[src/rtl/nco_pkg.sv]
package nco_pkg;
    localparam int unsigned PHASE_W = 32;
    localparam int unsigned QUAD_W  = 2;

    typedef enum logic [QUAD_W-1:0] {
        QD_LEAD   = 2'd0,
        QD_SAMPLE = 2'd1,
        QD_LATE   = 2'd2,
        QD_EDGE   = 2'd3
    } quad_e;

    typedef struct packed {
        logic  seen;
        quad_e quad;
    } edge_evt_t;

    // Extra phase step for a transition: (3 - quadrant) quarter periods.
    function automatic logic [PHASE_W-1:0] quad_step(input quad_e q);
        logic [QUAD_W-1:0] quarters;
        quarters = 2'd3 - q;
        return {quarters, {(PHASE_W-QUAD_W){1'b0}}};
    endfunction
endpackage

[src/rtl/nco_line_sync.sv]
module nco_line_sync #(
    parameter int unsigned STAGES = 2
) (
    input  logic clk,
    input  logic rst,
    input  logic line_in,
    output logic edge_seen
);
    localparam int unsigned DEPTH = STAGES + 1;

    logic [DEPTH-1:0] chain_q;

    always_ff @(posedge clk) begin
        if (rst) begin
            chain_q <= '0;
        end else begin
            chain_q <= {chain_q[DEPTH-2:0], line_in};
        end
    end

    assign edge_seen = chain_q[DEPTH-1] ^ chain_q[DEPTH-2];
endmodule

[src/rtl/nco_phase_acc.sv]
module nco_phase_acc
    import nco_pkg::*;
#(
    parameter logic [PHASE_W-1:0] DEF_FREQ = 32'd80530637
) (
    input  logic               clk,
    input  logic               rst,
    input  logic [PHASE_W-1:0] freq_word,
    input  logic               freq_load,
    input  edge_evt_t          evt,
    output logic [PHASE_W-1:0] phase,
    output logic [PHASE_W-1:0] incr
);
    logic [PHASE_W-1:0] phase_q;
    logic [PHASE_W-1:0] incr_q;
    logic [PHASE_W-1:0] corr;

    always_comb begin
        corr = '0;
        if (evt.seen) begin
            corr = quad_step(evt.quad);
        end
    end

    always_ff @(posedge clk) begin
        if (rst) begin
            phase_q <= '0;
            incr_q  <= DEF_FREQ;
        end else begin
            phase_q <= phase_q + incr_q + corr;
            if (freq_load) begin
                incr_q <= freq_word;
            end
        end
    end

    assign phase = phase_q;
    assign incr  = incr_q;
endmodule

[src/rtl/nco_quad_track.sv]
module nco_quad_track
    import nco_pkg::*;
(
    input  logic      clk,
    input  logic      rst,
    input  edge_evt_t evt,
    input  logic      err_clr,
    output logic      sample_en,
    output logic      err_flag
);
    quad_e prev_q;
    logic  err_q;

    always_ff @(posedge clk) begin
        if (rst) begin
            prev_q <= QD_LEAD;
            err_q  <= 1'b0;
        end else begin
            prev_q <= evt.quad;
            if (evt.seen && evt.quad == QD_SAMPLE) begin
                err_q <= 1'b1;
            end else if (err_clr) begin
                err_q <= 1'b0;
            end
        end
    end

    assign sample_en = (prev_q == QD_LEAD) && (evt.quad == QD_SAMPLE);
    assign err_flag  = err_q;
endmodule

[src/rtl/qlock_bitclk.sv]
module qlock_bitclk
    import nco_pkg::*;
#(
    parameter logic [PHASE_W-1:0] DEF_FREQ    = 32'd80530637,
    parameter int unsigned        SYNC_STAGES = 2
) (
    input  logic               clk,
    input  logic               rst,
    input  logic               line_in,
    input  logic [PHASE_W-1:0] freq_word,
    input  logic               freq_load,
    input  logic               err_clr,
    output logic               sample_en,
    output logic               phase_msb,
    output logic               err_flag
);
    logic               edge_seen;
    logic [PHASE_W-1:0] phase;
    logic [PHASE_W-1:0] incr_q;
    edge_evt_t          evt;

    nco_line_sync #(.STAGES(SYNC_STAGES)) u_sync (
        .clk       (clk),
        .rst       (rst),
        .line_in   (line_in),
        .edge_seen (edge_seen)
    );

    assign evt.seen = edge_seen;
    assign evt.quad = quad_e'(phase[PHASE_W-1 -: QUAD_W]);

    nco_phase_acc #(.DEF_FREQ(DEF_FREQ)) u_acc (
        .clk       (clk),
        .rst       (rst),
        .freq_word (freq_word),
        .freq_load (freq_load),
        .evt       (evt),
        .phase     (phase),
        .incr      (incr_q)
    );

    nco_quad_track u_track (
        .clk       (clk),
        .rst       (rst),
        .evt       (evt),
        .err_clr   (err_clr),
        .sample_en (sample_en),
        .err_flag  (err_flag)
    );

    assign phase_msb = phase[PHASE_W-1];
endmodule

[config.mk]
export PLATFORM = sky130hd
export DESIGN_NAME = qlock_bitclk
export DESIGN_NICKNAME = d
export VERILOG_FILES = /design/src/rtl/nco_pkg.sv /design/src/rtl/nco_line_sync.sv /design/src/rtl/nco_phase_acc.sv /design/src/rtl/nco_quad_track.sv /design/src/rtl/qlock_bitclk.sv
export SDC_FILE = /design/constraint.sdc
export NUM_CORES = 1
export LEC_CHECK = 0
export BUFFER_PORTS_ARGS = -buffer_cell sky130_fd_sc_hd__clkbuf_2
export CAP_MARGIN = 20
export CORE_MARGIN = 5
export CORE_UTILIZATION = 60
export CTS_BUF_LIST = sky130_fd_sc_hd__clkbuf_4 sky130_fd_sc_hd__clkbuf_8
export CTS_CLUSTER_DIAMETER = 30
export DETAILED_ROUTE_END_ITERATION = 6
export GPL_TIMING_DRIVEN = 0
export PLACE_DENSITY = 0.78
export SYNTH_ARGS = -nofsm -noshare
export SYNTH_HDL_FRONTEND = slang
export SYNTH_SLANG_ARGS = --single-unit
[constraint.sdc]
create_clock -name clk -period 3.51 [get_ports clk]
set_input_delay 0.5265 -clock clk [delete_from_list [all_inputs] [get_ports clk]]
set_output_delay 0.5265 -clock clk [all_outputs]
set_load 0.03 [all_outputs]
* Word level (Yosys, flattened, before mapping)
Index checks and enable logic that the tools add are counted.
Storage, ports and cells: bits in registers 70, input bits 37, output and inout bits 3, logic and storage cells 17
Cells by class: $add $sub $neg 3, eq/ne operators 1, mux-type cells 3, bitwise gates (word level) 1, reductions and logical operators 4
Operators with widths (count):
- $add A32 B32 Y32 | 2
- $mux W32 | 1
- $eq A2 B1 Y1 const B | 1
- $logic_and A1 B1 Y1 | 2
- $logic_not A2 Y1 | 1
- $mux W1 | 2
- $reduce_bool A2 Y1 | 1
- $sub A2 B2 Y2 const A | 1
- $xor A1 B1 Y1 | 1

* Longest topological paths before layout
Gate-level depths: netlist of run 1.
depth in word-level cells 3, mapped depth 11, gate-level depth less buffers 11

* Cells and area by module
From an unflattened synthesis of run 1, not the netlist that was laid out.
Unflattened totals: cell total of the unflattened synthesis 489, area total of the unflattened synthesis 4408.0 um^2
Modules (own cells, without submodules):
- nco_phase_acc | times used 1, cells an instance 473, area each 4220.3 um^2, seq. area each 1281.2 um^2
- nco_quad_track | times used 1, cells an instance 9, area each 100.1 um^2, seq. area each 60.1 um^2
- nco_line_sync | times used 1, cells an instance 7, area each 87.6 um^2, seq. area each 60.1 um^2

* Least setup slack after synthesis of run 1
No wires, ideal clock.
kind flip-flop to flip-flop, start point register u_acc.phase_q[1], in the netlist u_acc.phase[1], end point register u_acc.phase_q[31], in the netlist u_acc.phase[31], arrival time 2568 ps, data required time 3382 ps, path slack 814 ps, stages on the path, launching flop included 12, clock period less this slack 2696 ps, cells stage by stage dfxtp_1 -> ha_1 -> ha_1 -> fa_1 -> a211oi_2 -> o311a_4 -> nor4b_4 -> o31ai_1 -> a21oi_2 -> a221oi_2 -> xnor2_1 -> nor2_1
On the way: word-level cells in the longest chain between the ends 2
RTL lines:
- start, declared | line nco_phase_acc.sv:14 | logic [PHASE_W-1:0] phase_q;
- start signal, assigned | line nco_phase_acc.sv:30 | phase_q <= phase_q + incr_q + corr;
- $add A32 B32 Y32 (2 in series) | line nco_phase_acc.sv:30
No other way between the ends. A chain may end at the register's enable or synchronous reset.

* Final worst setup path of run 1
start point register u_acc.incr_q[1], in the netlist u_acc.incr[1], end point register u_acc.phase_q[31], in the netlist u_acc.phase[31]
On the way: word-level cells in the longest chain between the ends 2
RTL lines:
- start, declared | line nco_phase_acc.sv:15 | logic [PHASE_W-1:0] incr_q;
- start signal, assigned | line nco_phase_acc.sv:32 | incr_q <= freq_word;
- $add A32 B32 Y32 (2 in series) | line nco_phase_acc.sv:30
No other way between the ends.

==> results.txt, run 1 <==
----------------------------------------------------
[Logic synthesis]
  Sequential fraction of the synthesis area ... 34.24%
  Most used DFF post-synth ... sky130_fd_sc_hd__dfxtp_1
  Share of Yosys cell area claimed by the top area cell type ... between 30% and 40%
  Post-synthesis instance area ... approximately 4100 um2
  Syn_nets ... approximately 530
  Mapped Avg Cell Area ... approximately 9.4 um2
  Area leader, netlist ... sky130_fd_sc_hd__dfxtp_1
  Warnings from Yosys ... 0
  Share of flip-flops with an asynchronous set or reset ... 0%
  Synth cell types ... 46
  Cells taking the most area after synthesis ... sky130_fd_sc_hd__dfxtp_1 34%, sky130_fd_sc_hd__ha_1 19%, sky130_fd_sc_hd__nor2_1 5.8%
  Gate Count Post-Synth ... roughly 440
  Number of enable-type register cells in the synthesized netlist ... 0
  Flip-flop and latch count after synthesis ... 70

[STA]
  Headroom to the max-slew limit ... about half
  Max Clock Freq ... about 0.31 GHz
  Final min period ... about 3.2 ns
  Post-Route Setup TNS ... 0 ns
  Transition time at the pin with the least slew margin ... between 0.7 and 0.8 ns
  Number of max-slew violations in the final report ... 0
  Period utilization ... between 90% and 100%
  Hold Violations, Final ... 0
  Unrepaired setup endpoints after global routing ... no
  Number of endpoints failing setup at the final stage ... 0
  Smallest hold slack ... between 0.3 and 0.4 ns
  Max Clock Skew ... around 0.0090 ns

[Clock tree]
  Clock transition at the registers of the reported paths ... roughly 0.07 ns
  Total of hold buffers inserted after clock tree synthesis ... 0
  Root buffer selected by CTS ... sky130_fd_sc_hd__clkbuf_8
  CTS tree ... yes
  Number of CTS-inserted buffers ... 9
  Gates resized, CTS repair ... 0
  Maximum buffer depth of the clock tree ... 2
  Buffers inserted by post-CTS timing repair ... 0
  H-tree levels ... 3
  Number of sinks driven by the clock tree ... 70
  Insertion delay to the later sink of the worst-skew pair ... approximately 0.35 ns

[Global route]
  Top Usage Layer GRT ... met2
  Grt met1 use ... between 20% and 30%
  Remaining global-route overflow ... 0
  Number of global-route vias before repair ... between 3000 and 4000
  GRT Resource Usage Total ... 22.46%
  Global-route wire length before repair ... ~15 mm
  GR met3 Demand/Resource ... under 10%
  Number of antenna violations at the first check in global routing ... 0
  Largest net degree at the start of global routing ... 13
  GR met2 Demand/Resource ... roughly two fifths

[Floorplanning]
  Initial Util ... around three fifths
  Number of top-level pins ... 40
  Core outline area ... 6719 um2
  Die footprint ... roughly 8600 um2
  Y dimension of the die ... slightly above 90 um
  Die Width ... roughly 93 um
  Row count ... 30

[Critical path]
  Startpoint Class ... register
  Worst path required time ... between 3 and 4 ns
  Arrival time worst endpoint ... 3.42 ns
  Setup crit end kind ... register
  Worst setup path class ... reg2reg
  Highest fanout seen on the critical path ... 3

[Drt]
  Vias after detailed routing ... 3326
  Detailed Routing Iterations Pass 1 ... 4
  Routed Antenna Nets ... 0
  Detailed-route vias per instance ... around 6
  Remaining design rule violation count ... 0
  Total Wirelength ... 8.988 mm
  Drt wl/cell ... 15.82 um
  Starting DRC count in detailed routing ... 150

[Worst hold path]
  Type of the most critical hold path ... in2reg

[Power]
  IR Drop Worst-Case VDD ... between 0.3 and 0.4 mV
  Power density over the cells ... 726.1 nW/um2
  Leakage power figure ... around 2.3 nW

[Status]
  Outcome ... finished clean

[Placed design]
  Placed wire-length estimate after detailed placement ... approximately 6.8 mm
  Buffers added on ports ... 37
  Routability congestion estimate ... between 0.8 and 0.9
  Cell total after placement ... 552

[Cells and area]
  Count of placed standard cells in the final layout, fillers left out ... ~570
  Proportion of layout cells with a drive suffix above 1 ... a little over an eighth
  Area growth from synthesis to layout ... 12.50%
  Layout Nets ... slightly below 600
  Number of antenna cells inserted ... 0

[Flow run]
  Number of maximum-capacitance violations ... 0

----------------------------------------------------
[worst paths after layout]
kind | startpoint | endpoint | slack (ns) | depth (start not counted)
worst min-delay path | freq_word[7] | u_acc.incr[7] | 0.38 | 2
worst min register to register | u_sync.chain_q[0] | u_sync.chain_q[1] | 0.44 | 1
worst max-delay path | u_acc.incr[1] | u_acc.phase[31] | 0.31 | 11
worst max register to register | u_acc.incr[1] | u_acc.phase[31] | 0.31 | 11
[cell usage in the layout (no fill, tap or decap), types with 2 or more instances in the layout]
cell type / count
sky130_fd_sc_hd__a21o_1: 20
sky130_fd_sc_hd__nand3_1: 5
sky130_fd_sc_hd__a31oi_1: 5
sky130_fd_sc_hd__nor4_1: 4
sky130_fd_sc_hd__nor2b_1: 24
sky130_fd_sc_hd__o21ai_0: 9
sky130_fd_sc_hd__buf_1: 2
sky130_fd_sc_hd__ha_1: 61
sky130_fd_sc_hd__o211ai_1: 3
sky130_fd_sc_hd__bufinv_16: 2
sky130_fd_sc_hd__and3_1: 2
sky130_fd_sc_hd__clkbuf_8: 10
sky130_fd_sc_hd__mux2i_1: 18
sky130_fd_sc_hd__nor4b_1: 2
sky130_fd_sc_hd__clkbuf_1: 12
sky130_fd_sc_hd__nand2_1: 20
sky130_fd_sc_hd__clkbuf_2: 37
sky130_fd_sc_hd__a21oi_2: 2
sky130_fd_sc_hd__dfxtp_1: 70
sky130_fd_sc_hd__xnor2_1: 15
sky130_fd_sc_hd__xor2_1: 17
sky130_fd_sc_hd__a21oi_1: 30
sky130_fd_sc_hd__nand2b_1: 3
sky130_fd_sc_hd__nand4_1: 2
sky130_fd_sc_hd__nor2_1: 63
sky130_fd_sc_hd__a211o_1: 15
sky130_fd_sc_hd__o21a_1: 6
sky130_fd_sc_hd__inv_1: 2
sky130_fd_sc_hd__o31ai_1: 2
sky130_fd_sc_hd__nand3b_1: 2
[state kept, by name, summed over array words and instances, names as in the netlist]
register	flops
u_acc.incr	32
u_acc.phase	32
u_sync.chain_q	3
u_track.prev_q	2
u_track.err_flag	1
[area by class of cell]
class	count	area [um2]
multi-input combinational	348	2626
fill	529	2115
sequential	70	1401
timing repair buffer	37	185.2
clock buffer	11	145.1
tap	80	100.1
clock inverter	5	81.33
buffer	15	57.56
inverter	2	7.507
[power by group]
group / total (mW) / switching (mW) / internal, mW
Sequential: 1.03 / 0.0678 / 0.962
Clock: 0.733 / 0.305 / 0.429
Combinational: 1.58 / 0.916 / 0.664
Total: 3.34 / 1.29 / 2.05
[synthesized netlist by cell type, types with 4 or more instances]
master / count
sky130_fd_sc_hd__nor4_1: 4
sky130_fd_sc_hd__ha_1: 61
sky130_fd_sc_hd__nor2b_1: 24
sky130_fd_sc_hd__a211o_1: 15
sky130_fd_sc_hd__o21ai_0: 9
sky130_fd_sc_hd__nor2_1: 63
sky130_fd_sc_hd__a21o_1: 20
sky130_fd_sc_hd__xnor2_1: 15
sky130_fd_sc_hd__o21a_1: 6
sky130_fd_sc_hd__nand2_1: 20
sky130_fd_sc_hd__mux2i_1: 18
sky130_fd_sc_hd__a31oi_1: 5
sky130_fd_sc_hd__dfxtp_1: 70
sky130_fd_sc_hd__xor2_1: 17
sky130_fd_sc_hd__a21oi_1: 30
sky130_fd_sc_hd__nand3_1: 5
sky130_fd_sc_hd__clkbuf_1: 12
[metal layers]
metal  up-vias  part of all wire (%)  routed length [um]
met1      1575                    44                3933
met3        14                   4.2                 377
met4         0                   1.6                 140
li1       1659                     -                   -
met2        78                    50                4538
met5         -                     0                   0
[stage by stage]
step,setup slack (ns),power [mW],area (um2),util [%]
2_1_floorplan,0.8143,2.282,4093,-
3_3_place_gp,0.4666,2.533,4378,65.16
3_5_place_dp,0.4151,2.589,4378,65.16
4_1_cts,0.3533,3.347,4604,68.53
5_1_grt,0.1675,3.596,4604,68.53
6_report,0.3127,3.343,4604,68.53
[worst max-delay path, cell delays in order, from the launching register on]
cell and delay (ns):
sky130_fd_sc_hd__dfxtp_1 0.32, sky130_fd_sc_hd__ha_1 0.27, sky130_fd_sc_hd__ha_1 0.23, sky130_fd_sc_hd__fa_1 0.45, sky130_fd_sc_hd__a211oi_2 0.31, sky130_fd_sc_hd__o311a_4 0.22, sky130_fd_sc_hd__nor4b_4 0.05, sky130_fd_sc_hd__o31ai_1 0.49
sky130_fd_sc_hd__a21oi_2 0.18, sky130_fd_sc_hd__a221oi_2 0.33, sky130_fd_sc_hd__xnor2_1 0.17, sky130_fd_sc_hd__nor2_1 0.05
[kinds of logic after synthesis]
kind of cell | after synthesis | synth area share (%)
xor gates and xnor gates | 32 | 6.848
buffers and inverters | 17 | 1.590
DFF | 70 | 34.24
AOI/OAI and AO/OA | 103 | 17.79
muxes | 19 | 4.677
and+or+nand+nor | 132 | 15.71
adders and majority gates | 62 | 19.14
Power figures use the tool's default switching activity.
==> run 2: changes to the inputs <==
- REMOVE_ABC_BUFFERS: default -> 1
==> run 2 against run 1 <==
Effect of this change:
- critical path depth did not move
- design area fell by 0.79%
- hold slack got worse by 0.0098 ns
- highest routed layer unchanged
- clock-buffer cell count fell by 2
==> results.txt, run 2 (synthesis gave the netlist of run 1 again) <==
----------------------------------------------------
[Power]
  IR Drop Worst-Case VDD ... ~0.38 mV
  Power density over the cells ... between 700 and 800 nW/um2
  Combinational cell fraction of total power ... approximately 48%
  Share of total power consumed by net switching ... 39.36%
  Portion of total power attributed to the clock network ... between 20% and 30%
  Int Pwr ... 1.957 mW
  Leakage power figure ... roughly 2.3 nW
  Part of the power in registers ... 31.9%
  Net load switching power ... approximately 1.3 mW

[Cells and area]
  Proportion of layout cells with a drive suffix above 1 ... 14.47%
  Area growth from synthesis to layout ... 11.62%
  Number of antenna cells inserted ... 0
  Commonest non-fill, non-tap cells in the layout ... 70 x sky130_fd_sc_hd__dfxtp_1, 63 x sky130_fd_sc_hd__nor2_1, 61 x sky130_fd_sc_hd__ha_1, 39 x sky130_fd_sc_hd__clkbuf_2, 30 x sky130_fd_sc_hd__a21oi_1
  Layout Nets ... ~570
  Leading cell type in the layout, fill and taps excluded ... sky130_fd_sc_hd__dfxtp_1

[STA]
  Period utilization ... 85.01%
  Max Clock Freq ... between 0.3 and 0.4 GHz
  Unrepaired setup endpoints after global routing ... no
  Post-Route Setup TNS ... 0 ns
  Number of endpoints failing setup at the final stage ... 0
  Smallest hold slack ... about 0.37 ns
  Number of max-slew violations in the final report ... 0
  Transition time at the pin with the least slew margin ... around 0.74 ns
  Final min period ... a little under 3 ns
  Hold Violations, Final ... 0
  Max Clock Skew ... approximately 0.011 ns
  Headroom to the max-slew limit ... about half

[Clock tree]
  Number of sinks driven by the clock tree ... 70
  H-tree levels ... 3
  Total of hold buffers inserted after clock tree synthesis ... 0
  Maximum buffer depth of the clock tree ... 2
  Clock transition at the registers of the reported paths ... approximately 0.080 ns
  Insertion delay to the later sink of the worst-skew pair ... about 0.35 ns
  Root buffer selected by CTS ... sky130_fd_sc_hd__clkbuf_8
  Number of CTS-inserted buffers ... 9
  CTS tree ... yes
  Gates resized, CTS repair ... 0
  Buffers inserted by post-CTS timing repair ... 0

[Global route]
  Number of antenna violations at the first check in global routing ... 0
  GRT Resource Usage Total ... between 10% and 20%
  Remaining global-route overflow ... 0
  Number of global-route vias before repair ... ~3100
  Largest net degree at the start of global routing ... 47
  Global-route wire length before repair ... around 13 mm

[Critical path]
  Worst setup path class ... reg2reg
  Termination of the worst setup path ... u_acc.phase[23]
  Critical Path Max Stage Delay ... 0.45 ns
  Count of cells along the worst register-to-register path ... 11
  Cell type of the slowest stage on the worst timing path ... sky130_fd_sc_hd__fa_1
  Reg2Reg Capture Point ... u_acc.phase[23]
  Minimum setup slack among reg-to-reg paths ... 0.53 ns
  Launch instance of the worst register-to-register path ... u_acc.incr[1]
  Most Frequent Cell on Critical Path ... sky130_fd_sc_hd__ha_1
  Highest fanout seen on the critical path ... 3
  Chain of cells forming the critical path ... ha_1 > ha_1 > fa_1 > a211oi_2 > o311a_4 > nor4b_4 > o31ai_1 > nand2b_1 > a21boi_1 > xor2_1 > nor2_1
  Beginning of the critical path ... u_acc.incr[1]
  WP buf/inv ... 0
  Worst path required time ... ~3.8 ns
  Arrival time worst endpoint ... 3.23 ns
  Startpoint Class ... register
  Setup crit end kind ... register
  Crit. path cell count ... 11
  Kind of cell adding the most delay to the critical path ... compound AO/OA/AOI/OAI gates

[Floorplanning]
  Number of top-level pins ... 40
  Y dimension of the die ... about 93 um
  Die footprint ... 8573 um2
  Die Width ... about 90 um
  Core outline area ... 6719 um2
  Initial Util ... between 60% and 70%
  Row count ... 30

[Drt]
  Remaining design rule violation count ... 0
  Detailed-route vias per instance ... about 5.7
  Total Wirelength ... between 7 and 8 mm
  Starting DRC count in detailed routing ... approximately 120
  Detailed Routing Iterations Pass 1 ... 4
  Routed Antenna Nets ... 0
  Drt wl/cell ... 13.70 um
  Vias after detailed routing ... between 3000 and 4000

[Flow run]
  Number of maximum-capacitance violations ... 0

[Placed design]
  Buffers added on ports ... 39
  Routability congestion estimate ... just over 0.9
  Placed wire-length estimate after detailed placement ... 5.637 mm

[Worst hold path]
  Type of the most critical hold path ... in2reg

[Status]
  Outcome ... finished clean

----------------------------------------------------
-- run 2: cell count changes in the layout (fill, tap and decap cells not counted) --
| cell | before | now |
|---|---|---|
| sky130_fd_sc_hd__buf_1 | 2 | 0 |
| sky130_fd_sc_hd__clkbuf_2 | 37 | 39 |
| sky130_fd_sc_hd__buf_12 | 0 | 2 |
| sky130_fd_sc_hd__clkinv_4 | 0 | 2 |
| sky130_fd_sc_hd__clkbuf_8 | 10 | 9 |
| sky130_fd_sc_hd__clkinv_2 | 1 | 2 |
| sky130_fd_sc_hd__clkbuf_1 | 12 | 0 |
| sky130_fd_sc_hd__buf_2 | 1 | 0 |
| sky130_fd_sc_hd__bufinv_16 | 2 | 1 |
| sky130_fd_sc_hd__clkbuf_4 | 1 | 0 |
-- run 2: area by class of cell --
type                            count  area (um2)
Multi-Input combinational cell    348        2626
Fill cell                         583        2151
Inverter                            2       7.507
Clock buffer                        9       123.9
Timing Repair Buffer               41       235.2
Sequential cell                    70        1401
Tap cell                           80       100.1
Clock inverter                      7       73.82
-- run 2: power by group through the flow --
stage,clock [mW],sequential (mW),combinational [mW]
2_1_floorplan,0,1.04,1.22
3_3_place_gp,0,1.04,1.47
3_5_place_dp,0,1.05,1.52
4_1_cts,0.666,1.03,1.55
5_1_grt,0.710,1.05,1.74
6_report,0.645,1.03,1.55
-- run 2: per-layer routing --
layer | up-vias | GRT usage (%) | share of wire (%)
met4 | 0 | 6.188 | 1.1
met2 | 49 | 34.86 | 50
met1 | 1460 | 21.81 | 45
met3 | 9 | 5.280 | 3.5
li1 | 1630 | - | -
met5 | - | 0 | 0
-- run 2: worst min-delay path by stage --
stage	startpoint	to	slack (ns)	depth (start not counted)
6_report	freq_word[0]	u_acc.incr[0]	0.37	2
5_1_grt	freq_word[2]	u_acc.incr[2]	0.35	2
4_1_cts	freq_word[0]	u_acc.incr[0]	0.36	2
3_5_place_dp	u_sync.chain_q[0]	u_sync.chain_q[1]	0.43	1
3_3_place_gp	u_sync.chain_q[0]	u_sync.chain_q[1]	0.42	1
2_1_floorplan	u_sync.chain_q[0]	u_sync.chain_q[1]	0.41	1
-- run 2: through the flow --
step	power (mW)	instance area [um2]	setup slack, ns	std cells	util, %
6_report	3.226	4568	0.5263	557	67.99
5_1_grt	3.499	4568	0.3115	557	67.99
4_1_cts	3.246	4548	0.5201	556	67.69
3_5_place_dp	2.572	4350	0.5522	540	64.75
3_3_place_gp	2.507	4330	0.5573	539	64.45
2_1_floorplan	2.263	4035	0.8272	420	-
==> run 3: changes to the inputs <==
- RECOVER_POWER: default -> 50
==> run 3 against run 2 <==
Effect of this change:
- the flow now finishes with violations (capacitance limit, slew limit)
- hold slack hardly changed
- final cell count unchanged
- worst setup slack worse by 0.00053 ns
- design area about the same
- clock-buffer cell count is the same
- critical path depth unchanged
- critical path type unchanged
- critical endpoint unchanged
==> results.txt, run 3 (synthesis gave the netlist of run 1 again) <==
----------------------------------------------------
[Status]
  Outcome ... complete, but fails checks
  Violated checks ... capacitance limit, slew limit

[Cells and area]
  Number of antenna cells inserted ... 0
  Commonest non-fill, non-tap cells in the layout ... 70 x sky130_fd_sc_hd__dfxtp_1, 63 x sky130_fd_sc_hd__nor2_1, 61 x sky130_fd_sc_hd__ha_1, 38 x sky130_fd_sc_hd__clkbuf_2, 30 x sky130_fd_sc_hd__a21oi_1
  Proportion of layout cells with a drive suffix above 1 ... between 10 and 15%
  Count of placed standard cells in the final layout, fillers left out ... roughly 560
  Layout Nets ... approximately 570
  Area growth from synthesis to layout ... 11.59%
  Leading cell type in the layout, fill and taps excluded ... sky130_fd_sc_hd__dfxtp_1

[Clock tree]
  H-tree levels ... 3
  Buffers inserted by post-CTS timing repair ... 0
  Gates resized, CTS repair ... 0
  Number of CTS-inserted buffers ... 9
  Clock transition at the registers of the reported paths ... roughly 0.080 ns
  Root buffer selected by CTS ... sky130_fd_sc_hd__clkbuf_8
  CTS tree ... yes
  Insertion delay to the later sink of the worst-skew pair ... roughly 0.35 ns
  Maximum buffer depth of the clock tree ... 2
  Total of hold buffers inserted after clock tree synthesis ... 0
  Number of sinks driven by the clock tree ... 70

[Power]
  Share of total power consumed by net switching ... between 30% and 40%
  Net load switching power ... between 1 and 1.5 mW
  Power density over the cells ... 706.6 nW/um2
  Portion of total power attributed to the clock network ... 20.0%
  IR Drop Worst-Case VDD ... 0.3776 mV
  Combinational cell fraction of total power ... between 40% and 50%
  Leakage power figure ... between 2 and 2.5 nW
  Int Pwr ... about 2.0 mW
  Part of the power in registers ... 31.9%
  Final total power ... 3.227 mW

[Flow run]
  Number of maximum-capacitance violations ... 1

[Placed design]
  Buffers added on ports ... 39
  Placed wire-length estimate after detailed placement ... around 5.6 mm
  Routability congestion estimate ... a little over 0.9
  Cell total after placement ... 540

[Global route]
  Global-route wire length before repair ... ~13 mm
  Remaining global-route overflow ... 0
  Largest net degree at the start of global routing ... 47
  Number of antenna violations at the first check in global routing ... 0
  GRT Resource Usage Total ... around a fifth
  Number of global-route vias before repair ... 3140

[Critical path]
  Setup crit end kind ... register
  Count of cells along the worst register-to-register path ... 11
  Highest fanout seen on the critical path ... 3
  Critical Path Max Stage Delay ... between 0.4 and 0.5 ns
  Kind of cell adding the most delay to the critical path ... compound AO/OA/AOI/OAI gates
  Arrival time worst endpoint ... roughly 3.2 ns
  Crit. path cell count ... 11
  Chain of cells forming the critical path ... ha_1 > ha_1 > fa_1 > a211oi_2 > o311a_4 > nor4b_4 > o31ai_1 > nand2b_1 > a21boi_1 > xor2_1 > nor2_1
  Startpoint Class ... register
  Worst setup path class ... reg2reg
  Worst path required time ... about 3.8 ns
  Cell type of the slowest stage on the worst timing path ... sky130_fd_sc_hd__fa_1
  Most Frequent Cell on Critical Path ... sky130_fd_sc_hd__ha_1
  WP buf/inv ... 0

[Drt]
  Remaining design rule violation count ... 0
  Detailed-route vias per instance ... 5.652
  Detailed Routing Iterations Pass 1 ... 4
  Routed Antenna Nets ... 0
  Drt wl/cell ... approximately 14 um
  Starting DRC count in detailed routing ... around 120
  Vias after detailed routing ... 3148
  Total Wirelength ... 7.636 mm

[STA]
  Max Clock Skew ... approximately 0.011 ns
  Max Clock Freq ... roughly 0.34 GHz
  Headroom to the max-slew limit ... -5.630%
  Transition time at the pin with the least slew margin ... approximately 1.6 ns
  Number of endpoints failing setup at the final stage ... 0
  Final min period ... roughly 3.0 ns
  Hold Violations, Final ... 0
  Post-Route Setup TNS ... 0 ns
  Number of max-slew violations in the final report ... 34
  Smallest hold slack ... between 0.3 and 0.4 ns
  Period utilization ... around 85%
  Unrepaired setup endpoints after global routing ... no

[Floorplanning]
  Die Width ... approximately 90 um
  Initial Util ... roughly 61%
  Number of top-level pins ... 40
  Die footprint ... about 8600 um2
  Row count ... 30
  Core outline area ... 6719 um2
  Y dimension of the die ... just over 90 um

[Worst hold path]
  Type of the most critical hold path ... in2reg
  Worst Hold Depth ... 2

----------------------------------------------------
## run 3: area by class of cell
| class | count | area, um2 |
|---|---|---|
| multi-input combinational | 348 | 2626 |
| fill | 581 | 2152 |
| sequential | 70 | 1401 |
| timing repair buffer | 41 | 234.0 |
| clock buffer | 9 | 123.9 |
| tap | 80 | 100.1 |
| clock inverter | 7 | 73.82 |
| inverter | 2 | 7.507 |
## run 3: worst paths after layout
kind / startpoint / endpoint / slack, ns
max: u_acc.incr[1] / u_acc.phase[23] / 0.53
max reg2reg: u_acc.incr[1] / u_acc.phase[23] / 0.53
min reg2reg: u_sync.chain_q[0] / u_sync.chain_q[1] / 0.45
min: freq_word[0] / u_acc.incr[0] / 0.37
## run 3: power groups by stage
| stage | sequential, mW | combinational (mW) | clock (mW) |
|---|---|---|---|
| after floorplan | 1.04 | 1.22 | 0 |
| after global placement | 1.04 | 1.47 | 0 |
| after detailed placement | 1.05 | 1.52 | 0 |
| after CTS | 1.03 | 1.55 | 0.666 |
| after global routing | 1.05 | 1.74 | 0.710 |
| final | 1.03 | 1.55 | 0.645 |
## run 3: metal layers
| metal | share of wire (%) | GRT usage [%] |
|---|---|---|
| met5 | 0 | 0 |
| met4 | 1.1 | 6.188 |
| met3 | 3.5 | 5.280 |
| met2 | 50 | 34.86 |
| met1 | 45 | 21.81 |
## run 3: per-stage QoR
stage	utilization, %	setup WS, ns	instance area, um2
global route	67.97	0.3115	4567
floorplan	-	0.8272	4035
global placement	64.45	0.5573	4330
finish	67.97	0.5258	4567
detailed placement	64.75	0.5522	4350
CTS	67.69	0.5201	4548
